**src/rtl/synthLoaderPkg.sv**
```systemverilog
package synthLoaderPkg;

  typedef enum logic [2:0] {
    ST_IDLE  = 3'd0,
    ST_LOW   = 3'd1,
    ST_HIGH  = 3'd2,
    ST_LATA  = 3'd3,
    ST_LATB  = 3'd4,
    ST_GAP   = 3'd5
  } loaderStateT;

  typedef struct packed {
    logic loadFirst;
    logic loadNext;
    logic shiftBit;
    logic clearAll;
  } dpStrobeT;

endpackage

```
**src/rtl/loaderHalfTick.sv**
```systemverilog
module loaderHalfTick #(
  parameter int HALF_DIV = 3
) (
  input  logic clk,
  input  logic rstN,
  input  logic run,
  output logic tick
);
  localparam int DIV_W = (HALF_DIV > 1) ? $clog2(HALF_DIV) : 1;
  localparam logic [DIV_W-1:0] LAST = DIV_W'(HALF_DIV - 1);

  logic [DIV_W-1:0] divCnt;

  assign tick = run && (divCnt == LAST);

  always_ff @(posedge clk or negedge rstN) begin
    if (!rstN) begin
      divCnt <= '0;
    end else if (!run || tick) begin
      divCnt <= '0;
    end else begin
      divCnt <= divCnt + 1'b1;
    end
  end
endmodule

```
**src/rtl/loaderDatapath.sv**
```systemverilog
module loaderDatapath
  import synthLoaderPkg::*;
#(
  parameter int WORD_W   = 32,
  parameter int NUM_REGS = 6
) (
  input  logic                               clk,
  input  logic                               rstN,
  input  dpStrobeT                           stb,
  input  logic [NUM_REGS-1:0][WORD_W-1:0]    regWords,
  output logic                               txBit,
  output logic                               lastBit,
  output logic                               lastWord
);
  localparam int IDX_W = (NUM_REGS > 1) ? $clog2(NUM_REGS) : 1;
  localparam int CNT_W = (WORD_W > 1) ? $clog2(WORD_W) : 1;
  localparam logic [IDX_W-1:0] TOP_IDX = IDX_W'(NUM_REGS - 1);
  localparam logic [CNT_W-1:0] TOP_BIT = CNT_W'(WORD_W - 1);

  logic [WORD_W-1:0] shiftReg;
  logic [CNT_W-1:0]  bitCnt;
  logic [IDX_W-1:0]  wordIdx;
  logic [IDX_W-1:0]  nextIdx;

  assign nextIdx  = wordIdx - 1'b1;
  assign txBit    = shiftReg[WORD_W-1];
  assign lastBit  = (bitCnt == TOP_BIT);
  assign lastWord = (wordIdx == '0);

  always_ff @(posedge clk or negedge rstN) begin
    if (!rstN) begin
      shiftReg <= '0;
      bitCnt   <= '0;
      wordIdx  <= '0;
    end else if (stb.clearAll) begin
      shiftReg <= '0;
      bitCnt   <= '0;
      wordIdx  <= '0;
    end else if (stb.loadFirst) begin
      shiftReg <= regWords[TOP_IDX];
      bitCnt   <= '0;
      wordIdx  <= TOP_IDX;
    end else if (stb.loadNext) begin
      shiftReg <= regWords[nextIdx];
      bitCnt   <= '0;
      wordIdx  <= nextIdx;
    end else if (stb.shiftBit) begin
      shiftReg <= {shiftReg[WORD_W-2:0], 1'b0};
      bitCnt   <= bitCnt + 1'b1;
    end
  end
endmodule

```
**src/rtl/loaderControl.sv**
```systemverilog
module loaderControl
  import synthLoaderPkg::*;
(
  input  logic     clk,
  input  logic     rstN,
  input  logic     start,
  input  logic     tick,
  input  logic     lastBit,
  input  logic     lastWord,
  output dpStrobeT stb,
  output logic     sClk,
  output logic     sLatch,
  output logic     busy,
  output logic     done
);
  loaderStateT state, stateNxt;
  logic        doneNxt;

  always_comb begin
    stateNxt = state;
    stb      = '0;
    doneNxt  = 1'b0;
    unique case (state)
      ST_IDLE: begin
        if (start) begin
          stateNxt      = ST_LOW;
          stb.loadFirst = 1'b1;
        end
      end
      ST_LOW: begin
        if (tick) stateNxt = ST_HIGH;
      end
      ST_HIGH: begin
        if (tick) begin
          if (lastBit) begin
            stateNxt = ST_LATA;
          end else begin
            stateNxt     = ST_LOW;
            stb.shiftBit = 1'b1;
          end
        end
      end
      ST_LATA: begin
        if (tick) stateNxt = ST_LATB;
      end
      ST_LATB: begin
        if (tick) begin
          if (lastWord) begin
            stateNxt     = ST_IDLE;
            doneNxt      = 1'b1;
            stb.clearAll = 1'b1;
          end else begin
            stateNxt     = ST_GAP;
            stb.loadNext = 1'b1;
          end
        end
      end
      ST_GAP: begin
        if (tick) stateNxt = ST_LOW;
      end
      default: stateNxt = ST_IDLE;
    endcase
  end

  always_ff @(posedge clk or negedge rstN) begin
    if (!rstN) begin
      state  <= ST_IDLE;
      sClk   <= 1'b0;
      sLatch <= 1'b0;
      done   <= 1'b0;
    end else begin
      state  <= stateNxt;
      sClk   <= (stateNxt == ST_HIGH);
      sLatch <= (stateNxt == ST_LATA) || (stateNxt == ST_LATB);
      done   <= doneNxt;
    end
  end

  assign busy = (state != ST_IDLE);
endmodule

```
**src/rtl/synthRegLoader.sv**
```systemverilog
module synthRegLoader
  import synthLoaderPkg::*;
#(
  parameter int WORD_W   = 32,
  parameter int NUM_REGS = 6,
  parameter int HALF_DIV = 3
) (
  input  logic                            clk,
  input  logic                            rstN,
  input  logic                            start,
  input  logic [NUM_REGS-1:0][WORD_W-1:0] regWords,
  output logic                            sClk,
  output logic                            sData,
  output logic                            sLatch,
  output logic                            busy,
  output logic                            done
);
  dpStrobeT stb;
  logic     tick;
  logic     lastBit;
  logic     lastWord;

  loaderHalfTick #(.HALF_DIV(HALF_DIV)) uTick (
    .clk  (clk),
    .rstN (rstN),
    .run  (busy),
    .tick (tick)
  );

  loaderControl uCtrl (
    .clk      (clk),
    .rstN     (rstN),
    .start    (start),
    .tick     (tick),
    .lastBit  (lastBit),
    .lastWord (lastWord),
    .stb      (stb),
    .sClk     (sClk),
    .sLatch   (sLatch),
    .busy     (busy),
    .done     (done)
  );

  loaderDatapath #(.WORD_W(WORD_W), .NUM_REGS(NUM_REGS)) uPath (
    .clk      (clk),
    .rstN     (rstN),
    .stb      (stb),
    .regWords (regWords),
    .txBit    (sData),
    .lastBit  (lastBit),
    .lastWord (lastWord)
  );
endmodule

```
**config.mk**
```make
export PLATFORM = sky130hd
export DESIGN_NAME = synthRegLoader
export DESIGN_NICKNAME = d
export VERILOG_FILES = /design/src/rtl/synthLoaderPkg.sv /design/src/rtl/loaderHalfTick.sv /design/src/rtl/loaderDatapath.sv /design/src/rtl/loaderControl.sv /design/src/rtl/synthRegLoader.sv
export SDC_FILE = /design/constraint.sdc
export NUM_CORES = 1
export LEC_CHECK = 0
export BUFFER_PORTS_ARGS = -buffer_cell sky130_fd_sc_hd__buf_4
export CAP_MARGIN = 10
export CORE_UTILIZATION = 40
export CTS_CLUSTER_DIAMETER = 40
export DETAILED_ROUTE_END_ITERATION = 16
export PLACE_DENSITY = 0.8
export SETUP_SLACK_MARGIN = 0.15
export SLEW_MARGIN = 20
export SYNTH_ARGS = -nofsm -noshare
export SYNTH_HDL_FRONTEND = slang
export SYNTH_SLANG_ARGS = --single-unit
```
**constraint.sdc**
```tcl
create_clock -name clk -period 3 [get_ports clk]
set_input_delay 0.6 -clock clk [delete_from_list [all_inputs] [get_ports clk]]
set_output_delay 0.6 -clock clk [all_outputs]
set_load 0.02 [all_outputs]
```
# --- Word-level counts from Yosys, hierarchy flattened ---
# Cells that the tools add are included.
op_classes:
  n_mux: 34
  order_cmp: 1
  addsub: 3
  n_eq_ne: 10
  reduce_logical: 9
ops:
  columns: ["cell", "count"]
  rows:
  - ["two-way mux 32 bit", 5]
  - ["binary-select mux 32 bit (select 3 bit)", 1]
  - ["two-way mux 3 bit", 10]
  - ["two-way mux 5 bit", 4]
  - ["case mux 3 bit (6 select lines)", 1]
  - ["== test 3 x 2 -> 1 bit (second input constant)", 4]
  - ["two-way mux 1 bit", 11]
  - ["== test 3 bit (second input constant)", 3]
  - ["logical NOT 3 bit", 2]
  - ["nonzero test 3 bit", 2]
  - ["adder 5 x 1 -> 5 bit (second input constant)", 1]
  - ["== test 5 bit (second input constant)", 1]
  - ["less-than comparator 3 x 4 -> 1 bit (second input constant)", 1]
  - ["two-way mux 2 bit", 2]
  - ["nonzero test 4 bit", 1]
  - ["== test 3 x 1 -> 1 bit (second input constant)", 1]
  - ["subtractor 3 x 1 -> 3 bit (second input constant)", 1]
  - ["adder 2 x 1 -> 2 bit (second input constant)", 1]
  - ["== test 2 bit (second input constant)", 1]
  - ["logical OR 1 bit", 2]
  - ["logical AND 1 bit", 1]
  - ["logical NOT 1 bit", 1]
totals:
  regBits: 48
  out_inout_bits: 5

# --- Longest topological paths before layout ---
# Gate-level depths: netlist of the first run.
logic_depth:
  word_depth: 8
  ltp_mapped: 12
  depth_no_buf: 7

# --- Cells and area by module ---
# Synthesis of the first run repeated with hierarchy kept, for this count alone.
unflattened:
  hier_cells: 410
  hier_area_um2: 4023.9
modules_own_cells:
  columns: ["mod", "cells_per_inst", "area_per_inst_um2", "seq_area_each_um2", "instances"]
  rows:
  - ["loaderDatapath", 371, 3606.0, 1001.0, 1]
  - ["loaderControl", 32, 320.3, 150.1, 1]
  - ["loaderHalfTick", 7, 97.6, 50.0, 1]

# --- Worst setup path before layout of the first run ---
# No wires, ideal clock.
synth_path:
  path_kind: "reg-to-reg"
  startpoint: "reg uPath.wordIdx[0]"
  endpoint: "reg uPath.shiftReg[1]"
  period_less_slack_ns: 2.805
  path_buffers: 4
  required_ns: 2.874
  path_slack_ns: 0.195
  arrival_time_ns: 2.679
  stages_incl_launch_ff: 11
  cell_sequence: "dfrtp_1 buf_2 clkbuf_1 clkbuf_1 inv_1 ha_1 xnor2_4 buf_2 mux2_1 a211oi_1 o31ai_2"
synth_between:
  elab_chain_cells: 7
  word_cells_on_any_way: 14
synth_lines:
  columns: ["item", "line_no", "text"]
  rows:
  - ["start, declared", "loaderDatapath.sv:22", "logic [IDX_W-1:0] wordIdx;"]
  - ["start signal, assigned", "loaderDatapath.sv:46", "wordIdx <= nextIdx;"]
  - ["branches (longest 7 deep; another with subtractor 3 x 1 -> 3 bit)", null, null]
  - ["end signal, assigned", "loaderDatapath.sv:40", "shiftReg <= regWords[TOP_IDX];"]
  - ["end signal, assigned", "loaderDatapath.sv:44", "shiftReg <= regWords[nextIdx];"]
  - ["end signal, assigned", "loaderDatapath.sv:48", "shiftReg <= {shiftReg[WORD_W-2:0], 1'b0};"]
  - ["end, declared", "loaderDatapath.sv:20", "logic [WORD_W-1:0] shiftReg;"]
# Several ways; the timed one is not identified. The select of a mux whose other input is x is not followed.
# A chain may end at the register's enable or synchronous reset.

# --- Worst setup path in the final report of the first run ---
layout_path:
  startpoint: "reg uPath.bitCnt[0]"
  endpoint: "reg uPath.shiftReg[23]"
layout_between:
  elab_chain_cells: 5
layout_lines:
  columns: ["item", "line_no", "text"]
  rows:
  - ["start, declared", "loaderDatapath.sv:21", "logic [CNT_W-1:0] bitCnt;"]
  - ["start signal, assigned", "loaderDatapath.sv:49", "bitCnt <= bitCnt + 1'b1;"]
  - ["== test 5 bit", "loaderDatapath.sv:27", "assign lastBit = (bitCnt == TOP_BIT);"]
  - ["two-way mux 1 bit", "loaderControl.sv:35", "if (lastBit) begin"]
  - ["two-way mux 1 bit", "loaderControl.sv:34", "if (tick) begin"]
  - ["two-way mux 1 bit", "loaderControl.sv:23", "unique case (state)"]
  - ["nonzero test 4 bit (no source line)", null, null]
# Every way passes these cells.

==> impl_results.rst, run 1 <==
.. list-table::
   :header-rows: 1

   * - Metric
     - Value
   * - Final min period
     - 2570 ps
   * - Power per Cell Area
     - 658 mW/mm2
   * - Biggest fanout along the worst timing path
     - 31
   * - Number of buffers created by CTS
     - 5
   * - Overall global routing resource usage
     - 23.2%
   * - Synth Net Count
     - 720
   * - Worst rel slew slack
     - 25.0%
   * - Synth Instances
     - 520
   * - Post CTS Setup Buffer Count
     - 0
   * - Metal3 WL
     - 893 um
   * - Wire length on met1
     - 6.18 mm
   * - Pin count of the biggest net entering global routing
     - 97
   * - Via count
     - 4847
   * - Fin cells
     - 824
   * - CP startpoint kind
     - flop
   * - Root buffer cell
     - clkbuf_16
   * - Routed via count divided by cell count
     - 5.88
   * - Half-perimeter wire length after detailed placement
     - 10.5 mm
   * - Die footprint
     - 0.0123 mm2
   * - Share of layout cells above drive strength 1
     - 39.2%
   * - Number of max-cap violations
     - 0
   * - Unrepaired setup endpoints after global routing
     - no
   * - Nature of the critical path endpoint
     - flop
   * - Clock transition at the registers of the reported paths
     - 70 ps
   * - YS warnings
     - 0
   * - Count of TritonRoute iterations in the first routing pass
     - 5
   * - Number of design-rule violations left by the first detailed-router iteration
     - 327
   * - Worst slack at placement
     - 421 ps
   * - Routed wirelength normalized by instance count
     - 17.6 um
   * - Switching share of total power
     - 41.0%
   * - Fin. max-slew vios
     - 0
   * - Number of antenna diodes
     - 0
   * - Least-Margin Pin Slew
     - 1120 ps
   * - I/O pins
     - 200
   * - TritonCTS clock tree
     - built
   * - Worst IR Drop VDD
     - 0.370 mV
   * - Effective utilization at floorplan
     - 41.3%
   * - Internal power consumption
     - 2.52 mW
   * - Net Switching
     - 1.75 mW
   * - Relative contribution of the clock network to total power
     - 17.2%
   * - Reported leakage power
     - 3.05 nW
   * - Setup Total Neg Slack
     - 0 ps
   * - Number of nets in the finished design
     - 880
   * - Die height
     - 111 um
   * - First-pass GRT wire length
     - 23.3 mm
   * - Sequential power share
     - 25.4%
   * - Achievable clock frequency
     - 388 MHz
   * - P&R area growth vs syn
     - 36.9%
   * - IO Port Bufs
     - 199
   * - Flops & latches, synth
     - 48
   * - DR DRC count
     - 0
   * - Required time at the endpoint of the critical path
     - 3190 ps
   * - # fillers
     - 1007
   * - Fin area
     - 0.00648 mm2
   * - Instance area at placement
     - 0.00628 mm2
   * - Clock Sinks
     - 48
   * - H-tree levels
     - 2
   * - Final critical-path share of the clock period
     - 85.8%
   * - Number of gates resized after CTS
     - 0
   * - Area taken by multi-input logic gates
     - 0.00322 mm2
   * - Initial antenna violation count
     - 0
   * - CP Class
     - reg -> reg
   * - Count of final hold-check violations
     - 0
   * - Top layer in use
     - met4
   * - CTS Buffer Depth
     - 2
   * - Post-synthesis area per instance
     - 9.10 um2
   * - Share of power burned in combinational logic
     - 57.3%
   * - Synth cell types
     - 45
   * - Sequential cell area fraction in the yosys report
     - 25.4%
   * - Length of routed met2 wiring
     - 7.26 mm
   * - Area of the core
     - 0.0115 mm2
   * - Number of global-route vias before repair
     - 4918
   * - Total overflow reported by the global router
     - 0
   * - Summed instance area of the synthesized netlist
     - 0.00473 mm2
   * - Number of placement rows
     - 39
   * - Classification of the worst-slack hold path
     - in -> async
   * - Number of cells after detailed placement
     - 816
   * - Detailed-route wire length
     - 14.5 mm
   * - Area occupied by registers
     - 0.00120 mm2
   * - Worst skew pair latency
     - 290 ps
   * - Post-route antenna net violation count
     - 0
   * - Global placer's final weighted congestion
     - 0.838
   * - Data arrival time at the worst-slack endpoint
     - 2770 ps
   * - Post-cts hold buffer count
     - 0
   * - Worst clock skew on the final layout
     - 8.69 ps
   * - Overall Power
     - 4.26 mW
   * - Horizontal extent of the die
     - 111 um
   * - Final number of setup-violating endpoints
     - 0
   * - Minimum setup slack in the final design
     - 425 ps
   * - Status
     - complete, no violations
## state kept, by name, indices dropped and copies added, names as in the netlist
register,flops
uPath.shiftReg,32
uPath.bitCnt,5
uCtrl.state,3
uPath.wordIdx,3
uTick.divCnt,2
uCtrl.done,1
uCtrl.sClk,1
uCtrl.sLatch,1
## cells in the final DEF (no fill, tap or decap), types with 5 or more instances in the layout
| master | synthesis | layout |
|---|---|---|
| mux2_1 | 28 | 28 |
| mux2i_1 | 64 | 64 |
| nand3_1 | 66 | 66 |
| o31ai_2 | 30 | 30 |
| o311ai_0 | 31 | 31 |
| nand2_1 | 34 | 34 |
| a211oi_1 | 31 | 31 |
| dfrtp_1 | 48 | 47 |
| nor3_1 | 6 | 6 |
| inv_1 | 8 | 8 |
| clkbuf_16 | 0 | 5 |
| buf_4 | 3 | 212 |
| nor2_1 | 35 | 35 |
| o2bb2ai_1 | 32 | 32 |
## logic make-up (layout without fill, tap and decap cells)
family | Yosys count | after routing | synth area share [%]
buffers and inverters | 70 | 231 | 7.33
muxes | 97 | 97 | 21.6
and+or+nand+nor | 157 | 157 | 16.2
xor gates and xnor gates | 4 | 4 | 1.14
DFF | 48 | 48 | 25.4
adders and majority gates | 5 | 5 | 1.32
AOI/OAI and AO/OA | 139 | 139 | 27.0
## power by group through the flow
stage	Clock [mW]	Combinational, mW	Sequential [mW]
after CTS	0.745	2.45	1.08
after global placement	0	2.35	1.08
after floorplan	0	1.90	1.03
after detailed placement	0	2.45	1.09
final	0.735	2.44	1.08
after global routing	0.771	2.68	1.12
## cell type report
type	count	share of cell area, %
clock buffers	5	1.93
clock inverters	3	1.06
inverters	8	0.464
multi-input cells	402	49.7
flip-flops and latches	48	18.6
well taps	143	2.76
repair buffers	215	25.5
## layer usage
layer | up-vias | GRT usage, %
li1 | 2325 | -
met4 | 0 | 5.69
met5 | - | 0
met2 | 198 | 42.1
met3 | 15 | 3.94
met1 | 2309 | 28.4
## per-stage QoR
| step | utilization [%] | hold slack [ps] |
|---|---|---|
| 2_1_floorplan | - | 304 |
| 3_3_place_gp | 54.8 | 419 |
| 3_5_place_dp | 54.8 | 445 |
| 4_1_cts | 56.5 | 342 |
| 5_1_grt | 56.5 | 366 |
| 6_report | 56.5 | 328 |
## critical path, cell delays in order, from the launching register on
cell and delay (ps):
dfrtp_1 410, ha_1 230, and3_1 190, ha_1 200, and4bb_1 350, a211oi_4 80, or2_2 640, o31ai_2 370
## Yosys cell counts (all sizes together)
| cell | count | share of area (%) |
|---|---|---|
| nand3 | 66 | 7.0 |
| or4b | 1 | 0.21 |
| dfrtp | 48 | 25 |
| o21ai | 2 | 0.21 |
| a21o | 3 | 0.48 |
| mux4 | 1 | 0.48 |
| and4bb | 2 | 0.61 |
| nand4bb | 1 | 0.24 |
| o311ai | 31 | 5.7 |
| nor4b | 1 | 0.50 |
| xnor2 | 2 | 0.77 |
| a22oi | 3 | 0.48 |
| a211oi | 32 | 5.2 |
| buf | 22 | 3.5 |
| clkbuf | 40 | 3.2 |
| ha | 5 | 1.3 |
| o2bb2ai | 32 | 5.9 |
| nor3 | 6 | 0.63 |
| nor2b | 4 | 0.53 |
| nor3b | 1 | 0.16 |
| a22o | 2 | 0.37 |
| and3b | 1 | 0.19 |
| o31ai | 31 | 8.1 |
| inv | 8 | 0.63 |
| or3 | 2 | 0.26 |
| or2 | 1 | 0.13 |
| nand2 | 34 | 2.7 |
| o32ai | 1 | 0.19 |
| mux2i | 64 | 14 |
| a221oi | 1 | 0.19 |
| xor2 | 2 | 0.37 |
| mux2 | 32 | 7.6 |
| nor2 | 35 | 2.8 |
| o211ai | 1 | 0.16 |
| nand2b | 1 | 0.13 |
| and3 | 1 | 0.13 |
## final timing paths
path	slack, ps	end	startpoint	cells after the start
worst max-delay path	430	uPath.shiftReg[23]$_DFFE_PN0P_	uPath.bitCnt[0]$_DFFE_PN0P_	7
worst min-delay path	330	uCtrl.state[2]$_DFF_PN0_	rstN	1
worst max register to register	430	uPath.shiftReg[23]$_DFFE_PN0P_	uPath.bitCnt[0]$_DFFE_PN0P_	7
worst min register to register	450	uTick.divCnt[0]$_DFF_PN0_	uTick.divCnt[0]$_DFF_PN0_	1
max in group asynchronous	2200	uPath.wordIdx[0]$_DFFE_PN0P_	rstN	1
min in group clk	450	uTick.divCnt[0]$_DFF_PN0_	uTick.divCnt[0]$_DFF_PN0_	1
(Power assumes the default switching activity.)
==> run 2: changes to the inputs <==
- CORE_UTILIZATION: 40 -> 45
- PLACE_DENSITY: 0.8 -> 0.88
==> run 2 against run 1 <==
  * Sequential power barely moved
  * First-iteration DRC count fell by 4.0%
  * Worst hold slack got worse by 34 ps
  * Via count fell by 0.66%
  * Die area fell by 11%
  * Global-route usage rose by 3.2 points
  * Critical path type unchanged
  * Critical endpoint is now uPath.shiftReg[11]$_DFFE_PN0P_
  * Largest cell class unchanged
  * Highest routed layer unchanged
==> impl_results.rst, run 2 (synthesis gave the netlist of run 1 again) <==
.. list-table::
   :header-rows: 1

   * - Metric
     - Value
   * - Status
     - complete, no violations
   * - First-pass GRT wire length
     - 23.6 mm (+1.5%)
   * - Cell with the largest stage delay on the worst path
     - xor2_2
   * - Most congested layer reported by global routing
     - met2
   * - Global routing met2 resource utilization
     - 47.1% (+5.0 points)
   * - Max reg flops
     - 32 (unchanged)
   * - Worst skew pair latency
     - 310 ps (+20 ps)
   * - Post-route antenna net violation count
     - 0 (unchanged)
   * - Worst R2R End
     - uPath.shiftReg[11]$_DFFE_PN0P_
   * - Number of nets in the finished design
     - 880 (unchanged)
   * - Final critical-path share of the clock period
     - 86.5% (+0.62 points)
   * - Family with the most delay on the worst path
     - compound AO/OA/AOI/OAI gates
   * - Number of global-route vias before repair
     - 4982 (+1.3%)
   * - Pin count of the biggest net entering global routing
     - 97 (unchanged)
   * - TritonCTS clock tree
     - built
   * - Least-Margin Pin Slew
     - 980 ps (-144 ps)
   * - Classification of the worst-slack hold path
     - in -> async
   * - Critical path buffers and inverters
     - 2 (+2)
   * - Worst reg2reg path startpoint
     - uPath.wordIdx[0]$_DFFE_PN0P_
   * - Routed via count divided by cell count
     - 5.89 (+0.19%)
   * - CTS Buffer Depth
     - 2 (unchanged)
   * - Number of design-rule violations left by the first detailed-router iteration
     - 314 (-4.0%)
   * - Die height
     - 105 um (-5.6%)
   * - Worst clock skew on the final layout
     - 8.37 ps (-0.323 ps)
   * - Share of layout cells above drive strength 1
     - 39.2% (unchanged)
   * - Worst rel slew slack
     - 34.6% (+9.6 points)
   * - Routed wirelength normalized by instance count
     - 17.5 um (-0.84%)
   * - Initial antenna violation count
     - 0 (unchanged)
   * - Final min period
     - 2590 ps (+18.7 ps)
   * - Data arrival time at the worst-slack endpoint
     - 2760 ps (about the same)
   * - Half-perimeter wire length after detailed placement
     - 10.3 mm (-2.0%)
   * - Via count
     - 4815 (-0.66%)
   * - Worst IR Drop VDD
     - 0.354 mV (-4.4%)
   * - Nature of the critical path endpoint
     - flop
   * - Reported leakage power
     - 3.01 nW (-1.3%)
   * - Post-cts hold buffer count
     - 0 (unchanged)
   * - Biggest register
     - uPath.shiftReg
   * - Setup Total Neg Slack
     - 0 ps (unchanged)
   * - Hold_ws
     - 294 ps (-34.2 ps)
   * - # fillers
     - 861 (-14%)
   * - Largest registers
     - uPath.shiftReg: 32 flops, uPath.bitCnt: 5 flops
   * - CP startpoint kind
     - flop
   * - DR DRC count
     - 0 (unchanged)
   * - Minimum setup slack among reg-to-reg paths
     - 410 ps (-20 ps)
   * - Post CTS Setup Buffer Count
     - 0 (unchanged)
   * - Horizontal extent of the die
     - 105 um (-5.6%)
   * - Highest-count cells in the layout ignoring fill and taps
     - 213 x buf_4, 66 x nand3_1, 64 x mux2i_1
   * - P&R area growth vs syn
     - 35.2%
   * - IO Port Bufs
     - 199 (unchanged)
   * - Number of gates resized after CTS
     - 0 (unchanged)
   * - Root buffer cell
     - clkbuf_8
   * - M3 GR Usage
     - 4.43% (+0.49 points)
   * - Detailed-route wire length
     - 14.3 mm (-1.7%)
   * - CP Class
     - reg -> reg
   * - Cell breakdown of the critical path
     - inv_1, ha_1, xor2_2, buf_4, o311ai_0, a211oi_1, o31ai_2
   * - Most common cell after layout, fill and taps aside
     - buf_4
   * - Number of placement rows
     - 37 (-5.1%)
   * - Required time at the endpoint of the critical path
     - 3170 ps (-20 ps)
   * - Biggest fanout along the worst timing path
     - 13 (-58%)
   * - Logic depth of the worst setup path including buffers
     - 7 (unchanged)
   * - Clock transition at the registers of the reported paths
     - 100 ps (+30 ps)
   * - Number of max-cap violations
     - 0 (unchanged)
   * - Number of cells traversed by the worst register-to-register path
     - 7 (unchanged)
   * - Global placer's final weighted congestion
     - 0.856 (+2.1%)
   * - I/O pins
     - 200 (unchanged)
   * - Total overflow reported by the global router
     - 0 (unchanged)
   * - Critical path origin
     - uPath.wordIdx[0]$_DFFE_PN0P_
   * - Unrepaired setup endpoints after global routing
     - no
   * - Fin. max-slew vios
     - 0 (unchanged)
   * - Die footprint
     - 0.0109 mm2 (-11%)
   * - Clock Sinks
     - 48 (unchanged)
   * - Number of antenna diodes
     - 0 (unchanged)
   * - Met1 Use GR
     - 32.4% (+4.0 points)
   * - Largest stage delay, worst path
     - 530 ps (-110 ps)
   * - Number of buffers created by CTS
     - 5 (unchanged)
   * - Endpoint of the worst setup timing path
     - uPath.shiftReg[11]$_DFFE_PN0P_
   * - Achievable clock frequency
     - 386 MHz (-0.72%)
   * - Final number of setup-violating endpoints
     - 0 (unchanged)
   * - Count of TritonRoute iterations in the first routing pass
     - 5 (unchanged)
   * - Overall global routing resource usage
     - 26.5% (+3.2 points)
   * - Count of final hold-check violations
     - 0 (unchanged)
   * - Power per Cell Area
     - 642 mW/mm2 (-2.5%)
   * - Effective utilization at floorplan
     - 46.0% (+4.8 points)
   * - H-tree levels
     - 2 (unchanged)
   * - Area of the core
     - 0.0103 mm2 (-10%)
[run 2: cell counts in the layout (fill, tap and decap cells not counted)]
No cell type changed its count.
[run 2: worst min path at each step]
stage                              startpoint                   endpoint  slack, ps  cells past startpoint
floorplan                                rstN       uCtrl.done$_DFF_PN0_        300                      0
global placement    uTick.divCnt[0]$_DFF_PN0_  uTick.divCnt[0]$_DFF_PN0_        420                      1
detailed placement  uTick.divCnt[0]$_DFF_PN0_  uTick.divCnt[0]$_DFF_PN0_        430                      1
CTS                                      rstN   uCtrl.state[0]$_DFF_PN0_        310                      1
global route                             rstN   uCtrl.state[0]$_DFF_PN0_        330                      1
finish                                   rstN   uCtrl.state[0]$_DFF_PN0_        290                      1
[run 2: power breakdown]
| group | switching [mW] | internal (mW) |
|---|---|---|
| combinational | 1.32 | 1.12 |
| sequential | 0.188 | 0.899 |
| clock | 0.244 | 0.336 |
[run 2: cell type report]
cell class              count  area (um2)  share of cell area (%)
clock buffers               5        68.8                    1.08
multi-input cells         402        3210                    50.2
clock inverters             3        68.8                    1.08
inverters                   8        30.0                   0.470
flip-flops and latches     48        1200                    18.8
repair buffers            215        1640                    25.6
well taps                 136         170                    2.66
[run 2: stage by stage]
stage	utilization, %	std cells	cell area (um2)	worst slack [ps]	power [mW]
after floorplan	-	520	4730	195	2.93
after global placement	60.9	809	6260	588	3.40
after detailed placement	60.9	809	6260	461	3.53
after CTS	62.2	817	6390	444	4.11
after global routing	62.2	817	6390	265	4.42
final	62.2	817	6390	406	4.10
[run 2: layer usage]
layer	routed length (um)	vias up	part of all wire [%]
met3	841	22	5.9
met2	7200	190	50
met5	0	-	0
met4	241	0	1.7
met1	5990	2279	42
li1	-	2324	-
[run 2: worst reg2reg max path, stage by stage, from the launching register on]
cell      delay [ps]
dfrtp_4          490
inv_1            170
ha_1             360
xor2_2           530
buf_4            300
o311ai_0         160
a211oi_1         350
o31ai_2          100
==> run 3: changes to the inputs <==
- CORE_UTILIZATION: 45 -> 25
- PLACE_DENSITY: 0.88 -> 0.53
==> run 3 against run 2 <==
  * Clock power is 3% lower
  * Total power is 0.11% higher
  * Maximum frequency is 0.98% higher
  * Sequential share of layout area is 0.41 points lower
  * Sequential power hardly changed
  * Critical path type unchanged
  * Largest power group unchanged
  * Highest routed layer unchanged
==> impl_results.rst, run 3 (synthesis gave the netlist of run 1 again) <==
.. list-table::
   :header-rows: 1

   * - Metric
     - Value
   * - Routed wirelength normalized by instance count
     - 17.4 um (-0.33%)
   * - Hold_ws
     - 323 ps (+29.1 ps)
   * - Count of TritonRoute iterations in the first routing pass
     - 4 (-1)
   * - Area of the core
     - 0.0183 mm2 (+78%)
   * - H-tree levels
     - 2 (unchanged)
   * - Final number of setup-violating endpoints
     - 0 (unchanged)
   * - Classification of the worst-slack hold path
     - in -> async
   * - # fillers
     - 1884 (+120%)
   * - Instance area at placement
     - 0.00639 mm2 (+2.1%)
   * - Setup Total Neg Slack
     - 0 ps (unchanged)
   * - Minimum setup slack in the final design
     - 432 ps (+25.1 ps)
   * - TritonCTS clock tree
     - built
   * - Most common cell after layout, fill and taps aside
     - buf_4
   * - Overall global routing resource usage
     - 16.5% (-9.9 points)
   * - CTS Buffer Depth
     - 2 (unchanged)
   * - DR DRC count
     - 0 (unchanged)
   * - Number of nets in the finished design
     - 879 (-0.11%)
   * - Worst clock skew on the final layout
     - 8.09 ps (-0.278 ps)
   * - Required time at the endpoint of the critical path
     - 3190 ps (+20 ps)
   * - Biggest fanout along the worst timing path
     - 39 (+26)
   * - Number of cells traversed by the worst register-to-register path
     - 7 (unchanged)
   * - Routed via count divided by cell count
     - 5.27 (-11%)
   * - First-pass GRT wire length
     - 26.1 mm (+11%)
   * - Root buffer cell
     - clkbuf_16
   * - Horizontal extent of the die
     - 140 um (+34%)
   * - Cell with the largest stage delay on the worst path
     - or2_2
   * - Fin cells
     - 909 (+11%)
   * - Family with the most delay on the worst path
     - simple AND/OR/NAND/NOR gates
   * - Cell breakdown of the critical path
     - inv_1, ha_1, and4bb_4, buf_4, a211oi_4, or2_2, o31ai_2
   * - Clock Sinks
     - 48 (unchanged)
   * - Unrepaired setup endpoints after global routing
     - no
   * - Logic depth of the worst setup path including buffers
     - 7 (unchanged)
   * - CP Class
     - reg -> reg
   * - Fin area
     - 0.00654 mm2 (+2.2%)
   * - Largest registers
     - uPath.shiftReg: 32 flops, uPath.bitCnt: 5 flops
   * - Post-route antenna net violation count
     - 0 (unchanged)
   * - Die footprint
     - 0.0195 mm2 (+78%)
   * - Post-cts hold buffer count
     - 0 (unchanged)
   * - Clock transition at the registers of the reported paths
     - 70 ps (-30 ps)
   * - Worst slack at placement
     - 426 ps (-35.6 ps)
   * - Final critical-path share of the clock period
     - 85.6% (-0.84 points)
   * - Largest stage delay, worst path
     - 660 ps (+130 ps)
   * - Number of placement rows
     - 49 (+32%)
   * - Worst rel slew slack
     - 33.7% (-0.92 points)
   * - Number of design-rule violations left by the first detailed-router iteration
     - 194 (-38%)
   * - Global placer's final weighted congestion
     - 0.771 (-9.9%)
   * - Number of gates resized after CTS
     - 0 (unchanged)
   * - Post CTS Setup Buffer Count
     - 0 (unchanged)
   * - Critical path buffers and inverters
     - 2 (unchanged)
   * - Effective utilization at floorplan
     - 25.9% (-20 points)
   * - Number of max-cap violations
     - 0 (unchanged)
   * - Number of buffers created by CTS
     - 5 (unchanged)
   * - Share of layout cells above drive strength 1
     - 39.4% (+0.20 points)
   * - Power per Cell Area
     - 628 mW/mm2 (-2.1%)
   * - Least-Margin Pin Slew
     - 994 ps (+13.8 ps)
   * - Number of global-route vias before repair
     - 5141 (+3.2%)
   * - IO Port Bufs
     - 199 (unchanged)
   * - Number of antenna diodes
     - 0 (unchanged)
   * - CP startpoint kind
     - flop
   * - Number of cells after detailed placement
     - 901 (+11%)
   * - Worst IR Drop VDD
     - 0.297 mV (-16%)
   * - Highest-count cells in the layout ignoring fill and taps
     - 212 x buf_4, 66 x nand3_1, 64 x mux2i_1
   * - Count of final hold-check violations
     - 0 (unchanged)
   * - Reported leakage power
     - 3.01 nW (+0.22%)
   * - Half-perimeter wire length after detailed placement
     - 11.6 mm (+13%)
   * - Die height
     - 140 um (+34%)
   * - Data arrival time at the worst-slack endpoint
     - 2760 ps (about the same)
   * - Final core utilization
     - 35.8% (-26 points)
   * - Status
     - complete, no violations
   * - I/O pins
     - 200 (unchanged)
   * - Max reg flops
     - 32 (unchanged)
   * - Total overflow reported by the global router
     - 0 (unchanged)
   * - Overall Power
     - 4.11 mW (+0.11%)
   * - Achievable clock frequency
     - 389 MHz (+0.98%)
   * - Initial antenna violation count
     - 0 (unchanged)
   * - Biggest register
     - uPath.shiftReg
   * - Worst skew pair latency
     - 290 ps (-20 ps)
   * - Final min period
     - 2570 ps (-25.1 ps)
   * - P&R area growth vs syn
     - 38.2%
   * - Nature of the critical path endpoint
     - flop
   * - Via count
     - 4792 (-0.48%)
   * - Detailed-route wire length
     - 15.8 mm (+11%)
   * - Pin count of the biggest net entering global routing
     - 97 (unchanged)
   * - Fin. max-slew vios
     - 0 (unchanged)
run 3: cell types whose count changed in the layout (fill, tap and decap cells not counted), moves of 2 or more:
cell,change
clkbuf_8,-5
clkinvlp_4,+2
bufinv_16,-2
clkbuf_16,+5
run 3: per-layer routing:
| metal | wire length, um | vias to the layer above | GRT usage [%] |
|---|---|---|---|
| li1 | - | 2321 | - |
| met3 | 994 | 7 | 3.10 |
| met1 | 7020 | 2312 | 21.4 |
| met5 | 0 | - | 0 |
| met4 | 78 | 0 | 2.66 |
| met2 | 7730 | 152 | 28.9 |
run 3: path summary, 6_finish.rpt:
| check | to | from | slack (ps) |
|---|---|---|---|
| worst max-delay path | uPath.shiftReg[30]$_DFFE_PN0P_ | uTick.divCnt[0]$_DFF_PN0_ | 430 |
| worst min-delay path | uCtrl.state[2]$_DFF_PN0_ | rstN | 320 |
| worst max register to register | uPath.shiftReg[30]$_DFFE_PN0P_ | uTick.divCnt[0]$_DFF_PN0_ | 430 |
| worst min register to register | uTick.divCnt[0]$_DFF_PN0_ | uTick.divCnt[0]$_DFF_PN0_ | 440 |
| max in group asynchronous | uPath.wordIdx[0]$_DFFE_PN0P_ | rstN | 2170 |
| min in group clk | uTick.divCnt[0]$_DFF_PN0_ | uTick.divCnt[0]$_DFF_PN0_ | 440 |
run 3: where the power goes:
group / internal, mW / switching [mW] / total [mW]
combinational: 1.13 / 1.33 / 2.46
sequential: 0.901 / 0.186 / 1.09
clock: 0.310 / 0.254 / 0.564
run 3: worst reg2reg max path, delay by kind of cell, from the launching register on:
kind	cells	cell delay, ps
simple gates	2	930
flops	1	380
compound gates	2	450
fa+ha+maj	1	280
buf+inv	2	440
run 3: area by class of cell:
cell class	instances	area (um2)	area share [%]
clock inverters	3	23.8	0.364
repair buffers	214	1630	25.0
clock buffers	5	125	1.91
well taps	229	287	4.38
multi-input cells	402	3230	49.5
flip-flops and latches	48	1200	18.4
inverters	8	30.0	0.459
